--- src/rtl/narrow_reg_master.sv ---
module narrow_reg_master #(
  parameter int AW     = 8,
  parameter int QDEPTH = 2
) (
  input  logic          clk,
  input  logic          rst_n,
  input  logic          cpu_req,
  input  logic          cpu_we,
  input  logic          cpu_posted,
  input  logic [1:0]    cpu_op,
  input  logic [1:0]    cpu_size,
  input  logic          cpu_nib_hi,
  input  logic [AW-1:0] cpu_addr,
  input  logic [31:0]   cpu_wdata,
  output logic          cpu_ack,
  output logic [31:0]   cpu_rdata,
  output logic          lk_cmd,
  output logic          lk_dat,
  output logic          lk_fin,
  output logic          lk_rd,
  output logic [1:0]    lk_op,
  output logic          lk_half,
  output logic [AW-1:0] lk_addr,
  output logic [7:0]    lk_wdata,
  input  logic          lk_busy,
  input  logic [3:0]    lk_rdata
);

  localparam int QW = (QDEPTH > 1) ? $clog2(QDEPTH) : 1;
  localparam int CW = $clog2(QDEPTH + 1);
  localparam logic [1:0] OP_MASK = 2'b11;

  typedef struct packed {
    logic          rd;
    logic [1:0]    op;
    logic [2:0]    last;
    logic          hi;
    logic [AW-1:0] addr;
    logic [31:0]   data;
  } job_t;

  typedef enum logic [1:0] {S_IDLE, S_CMD, S_DAT, S_FIN} ph_t;

  job_t          q_mem [QDEPTH];
  logic [QW-1:0] q_wp, q_rp;
  logic [CW-1:0] q_cnt;
  ph_t           ph;
  job_t          cur;
  logic          cur_blk;
  logic [2:0]    idx;
  logic          ack_q;
  logic [31:0]   rd_q;

  job_t in_job;
  logic [2:0] in_last;

  always_comb begin
    if (!cpu_we)
      case (cpu_size)
        2'd2:    in_last = 3'd3;
        2'd3:    in_last = 3'd7;
        default: in_last = 3'd1;
      endcase
    else if (cpu_op != OP_MASK)
      case (cpu_size)
        2'd2:    in_last = 3'd1;
        2'd3:    in_last = 3'd3;
        default: in_last = 3'd0;
      endcase
    else
      case (cpu_size)
        2'd0:    in_last = 3'd0;
        2'd1:    in_last = 3'd1;
        default: in_last = 3'd3;
      endcase
  end

  assign in_job.rd   = !cpu_we;
  assign in_job.op   = cpu_we ? cpu_op : 2'b00;
  assign in_job.last = in_last;
  assign in_job.hi   = cpu_we & cpu_nib_hi & (cpu_op == OP_MASK) & (cpu_size == 2'd0);
  assign in_job.addr = cpu_addr;
  assign in_job.data = cpu_wdata;

  wire q_full   = (q_cnt == CW'(QDEPTH));
  wire q_empty  = (q_cnt == '0);
  wire idle     = (ph == S_IDLE);
  wire post_req = cpu_req & cpu_we & cpu_posted;
  wire blk_req  = cpu_req & ~(cpu_we & cpu_posted);
  wire push     = post_req & ~q_full;
  wire pop      = idle & ~q_empty;
  wire blk_go   = idle & q_empty & blk_req & ~ack_q;

  assign cpu_ack   = push | ack_q;
  assign cpu_rdata = rd_q;
  assign lk_cmd    = (ph == S_CMD);
  assign lk_dat    = (ph == S_DAT);
  assign lk_fin    = (ph == S_FIN);

  function automatic logic [QW-1:0] q_next(input logic [QW-1:0] p);
    return (p == QW'(QDEPTH - 1)) ? '0 : p + 1'b1;
  endfunction

  logic [2:0] nib;
  assign nib = idx + {2'b00, cur.hi};

  always_comb begin
    lk_rd    = 1'b0;
    lk_op    = 2'b00;
    lk_half  = 1'b0;
    lk_addr  = '0;
    lk_wdata = '0;
    if (!idle) begin
      lk_rd = cur.rd;
      lk_op = cur.op;
      if (cur.rd) begin
        lk_addr = cur.addr + AW'(idx[2:1]);
        lk_half = idx[0];
      end else if (cur.op == OP_MASK) begin
        lk_addr  = cur.addr + AW'(nib[2:1]);
        lk_half  = nib[0];
        lk_wdata = {cur.data[16 + 4*idx[1:0] +: 4], cur.data[4*idx[1:0] +: 4]};
      end else begin
        lk_addr  = cur.addr + AW'(idx[1:0]);
        lk_wdata = cur.data[8*idx[1:0] +: 8];
      end
    end
  end

  always_ff @(posedge clk) begin
    if (push) q_mem[q_wp] <= in_job;
  end

  always_ff @(posedge clk or negedge rst_n) begin
    if (!rst_n) begin
      q_wp    <= '0;
      q_rp    <= '0;
      q_cnt   <= '0;
      ph      <= S_IDLE;
      cur     <= '0;
      cur_blk <= 1'b0;
      idx     <= '0;
      ack_q   <= 1'b0;
      rd_q    <= '0;
    end else begin
      ack_q <= 1'b0;
      if (push) q_wp <= q_next(q_wp);
      if (pop)  q_rp <= q_next(q_rp);
      q_cnt <= q_cnt + CW'(push) - CW'(pop);
      case (ph)
        S_IDLE: begin
          idx <= '0;
          if (pop) begin
            cur     <= q_mem[q_rp];
            cur_blk <= 1'b0;
            ph      <= S_CMD;
          end else if (blk_go) begin
            cur     <= in_job;
            cur_blk <= 1'b1;
            rd_q    <= '0;
            ph      <= S_CMD;
          end
        end
        S_CMD: ph <= S_DAT;
        S_DAT: ph <= S_FIN;
        default: begin
          if (!lk_busy) begin
            if (cur.rd) rd_q[4*idx +: 4] <= lk_rdata;
            if (idx == cur.last) begin
              ph      <= S_IDLE;
              ack_q   <= cur_blk;
              cur_blk <= 1'b0;
            end else begin
              idx <= idx + 1'b1;
              ph  <= S_CMD;
            end
          end
        end
      endcase
    end
  end


  reset_quiet_chk: assert property (@(posedge clk) disable iff (!rst_n)
    $rose(rst_n) |-> !lk_cmd && !lk_dat && !lk_fin && !cpu_ack);


  cmd_to_dat_chk: assert property (@(posedge clk) disable iff (!rst_n)
    lk_cmd |=> lk_dat);


  dat_to_fin_chk: assert property (@(posedge clk) disable iff (!rst_n)
    lk_dat |=> lk_fin);


  busy_hold_chk: assert property (@(posedge clk) disable iff (!rst_n)
    lk_fin && lk_busy |=> lk_fin);


  phase_excl_chk: assert property (@(posedge clk) disable iff (!rst_n)
    $onehot0({lk_cmd, lk_dat, lk_fin}));


  fields_stable_chk: assert property (@(posedge clk) disable iff (!rst_n)
    (lk_dat || lk_fin) |-> $stable({lk_rd, lk_op, lk_half, lk_addr, lk_wdata}));


  no_overflow_chk: assert property (@(posedge clk) disable iff (!rst_n)
    cpu_ack && cpu_we && cpu_posted |-> q_cnt < CW'(QDEPTH));


  blk_ack_timing_chk: assert property (@(posedge clk) disable iff (!rst_n)
    cpu_ack && !(cpu_we && cpu_posted) |-> $past(lk_fin) && !$past(lk_busy));


  read_barrier_chk: assert property (@(posedge clk) disable iff (!rst_n)
    cpu_ack && !cpu_we |-> q_empty && !lk_cmd && !lk_dat && !lk_fin);

endmodule

--- config.mk ---
export PLATFORM = sky130hd
export DESIGN_NAME = narrow_reg_master
export DESIGN_NICKNAME = d
export VERILOG_FILES = /design/src/rtl/narrow_reg_master.sv
export SDC_FILE = /design/constraint.sdc
export NUM_CORES = 1
export LEC_CHECK = 0
export BUFFER_PORTS_ARGS = -buffer_cell sky130_fd_sc_hd__buf_2
export CAP_MARGIN = 20
export CORE_MARGIN = 1
export CORE_UTILIZATION = 62
export DETAILED_ROUTE_END_ITERATION = 16
export HOLD_SLACK_MARGIN = 0.1
export PLACE_DENSITY = 0.85
export SETUP_SLACK_MARGIN = 0.2
export SLEW_MARGIN = 20
export SYNTH_ARGS = -nofsm -noshare
export SYNTH_HDL_FRONTEND = slang
export SYNTH_SLANG_ARGS = --single-unit
--- constraint.sdc ---
create_clock -name clk -period 5.1 [get_ports clk]
set_input_delay 1.02 -clock clk [delete_from_list [all_inputs] [get_ports clk]]
set_output_delay 1.02 -clock clk [all_outputs]
set_load 0.03 [all_outputs]
==> flow_summary.ini <==
[outcome]
status = completed

[critical_path]
critPathKind = reg -> out
worstPathArrival_ps = 3350
crit_required_ps = 4080
start_kind = flop
cp_max_fo = 14
endpoint_kind = primary output

[place]
placed_cell_area_um2 = 9160
hpwlAfterDp_um = 12600
detailedPlace.worstSlack_ps = 1170
place.gp.congestion = 0.847
port_buffers = 110

[global_routing]
antenna_found_initial = 0
grt_pass1_vias = 6089
grt_max_degree = 95
grt_first_pass_wirelength_um = 31200
overflow = 0
grtUsageTotal = 0.284

[power]
power_density_nw_per_um2 = 657
p_leak_uw = 0.00394
peakVddDrop_v = 0.000286

[cells_and_area]
n_antenna_cell = 0
syn_to_final_growth_pct = 14.3
fin_util = 0.731
seqCellArea_um2 = 5080
drive_above_1_share = 0.222
final_nets = 881
multi_input_area_um2 = 3170
fillers = 920
finalInstanceArea_um2 = 9760

[route]
highest_layer = met4
wl_per_cell_um = 19.0
postRouteAntennaNets = 0
drc_errors = 0
via_count = 6159
wl_met2_um = 9400
totalWireLength_um = 19100
viasPerCell = 6.15
drt-initial-drc-count = 547
wl_met1_um = 8300
wl_met3_um = 992
first_pass_iters = 5

[floorplanning]
die_w_um = 119
die-area_um2 = 14200
coreArea_um2 = 13300
die_h_um = 119
num_rows = 42
io_pins = 111
initial_core_util = 0.640

[timing]
fmax_mhz = 229
worst_clock_skew_ps = 9.52
timing.final.ws_setup_ps = 731
rsz0062_at_grt = no
hold_viol = 0
final_max_slew_viol_count = 0
maxSlewHeadroom = 0.258
timing.setup.tns_ps = 0
period_needed_ps = 4370
fin_crit_sh = 0.857
finalSetupViolations = 0
tightest_slew_ps = 1110

[cts]
postCtsSetupRepairBufs = 0
cts_made_buffers = 17
cts_buffer_depth = 2
ctsHoldBuffers = 0
cts-root-buf = clkbuf_16
cts_resized = 0
cts_tree = done
cts.reportedPaths.clkPinSlew_ps = 70
htreeDepth = 4
clock_sinks = 184
worst_skew_pair.late_latency_ps = 440

[synthesis]
syn_area_per_cell_um2 = 11.8
synthArstFlopShare = 0.489
yosys_warnings = 0
synth.area.top_cells = edfxtp_1 33%, dfrtp_1 26%, nand2_1 4.7%, a211oi_1 4.3%, nor2b_1 4.2%
synth_area_leader_cell = edfxtp_1
synth.most_common_cell = nand2_1
yosysSeqAreaShare = 0.594
syn_inst = 722
synthesis.area_um2 = 8540
synth_nets = 791
synthFlopType = edfxtp_1
synth-edff-count = 94
synth_top_area_share = 0.331
synth-seq-cells = 184
ys_types = 66
netlist_top_cells_count = 108 x nand2_1, 94 x edfxtp_1, 90 x dfrtp_1

[flow_run]
drv_cap = 0

[hold_path]
worstHoldPathType = reg -> reg
-- critical path, stage by stage, from the launching register on --
cell	delay, ps
dfrtp_1	440
and2_0	630
mux2i_1	150
o21ai_0	250
ha_1	210
inv_1	50
fa_1	380
nor2b_1	220
nand4_1	140
xor2_1	170
nor2_1	80
buf_2	200
-- cells in the final DEF, fill, tap and decap left out, types with 5 or more instances in the layout --
master,netlist,routed
nor2b_1,58,58
buf_4,1,10
buf_2,18,109
and3_1,6,5
o2bb2ai_1,6,6
a32o_1,5,5
dfrtp_1,90,89
o21ai_2,7,7
clkbuf_16,0,19
nor3_1,6,6
mux4_2,6,6
o21ai_0,7,7
nor2_1,30,28
a21oi_1,10,10
ha_1,13,13
edfxtp_1,94,94
a211o_1,5,5
a22o_1,23,23
inv_1,18,18
a211oi_1,49,49
nand2_1,108,108
mux2i_1,14,14
xnor2_1,9,9
a31oi_1,46,46
-- metal layers --
layer	up-vias	track usage
li1	2860	-
met1	3037	0.387
met2	234	0.452
met3	28	0.0522
met4	0	0.120
met5	-	0
-- cell families after synthesis --
logic type | share of synthesized area
flops | 0.594
buf+inv | 0.0378
simple gates | 0.145
mux | 0.0322
compound gates | 0.157
fa+ha+maj | 0.0214
xor+xnor | 0.0123
-- metrics by stage --
step	hold slack, ps	cells	power (uW)
6_report	498	1001	6420
5_1_grt	517	1001	6780
4_1_cts	498	1000	6410
3_5_place_dp	480	968	5130
3_3_place_gp	474	968	5010
2_1_floorplan	468	722	4390
-- power by group --
part           internal [uW]  switching [uW]
sequential              1960             333
combinational           1010            1850
clock                    732             533
-- registers in the layout, summed over array words and instances (netlist names) --
signal and flops:
q_mem 94, cur 47, cpu_rdata 32, idx 3, ph 2, q_cnt 2
ack_q 1, cur_blk 1, q_rp 1, q_wp 1
-- worst paths after layout --
check | from | slack (ps) | cells past startpoint | endpoint
max | cur[45] | 730 | 11 | lk_addr[6]
min | cpu_rdata[16] | 500 | 1 | cpu_rdata[16]
max reg2reg | idx[1] | 2060 | 7 | cpu_rdata[25]
min reg2reg | cpu_rdata[16] | 500 | 1 | cpu_rdata[16]
max in group asynchronous | rst_n | 3500 | 2 | cur[36]
min in group asynchronous | rst_n | 590 | 1 | cpu_rdata[11]
-- final cells by class --
| type | count | share of cell area |
|---|---|---|
| clock inverter | 6 | 0.00346 |
| inverter | 19 | 0.00730 |
| timing repair buffer | 120 | 0.0664 |
| sequential | 184 | 0.520 |
| tap | 176 | 0.0226 |
| clock buffer | 26 | 0.0555 |
| multi-input combinational | 470 | 0.325 |
Note: power is estimated with default switching activity, not from simulation.
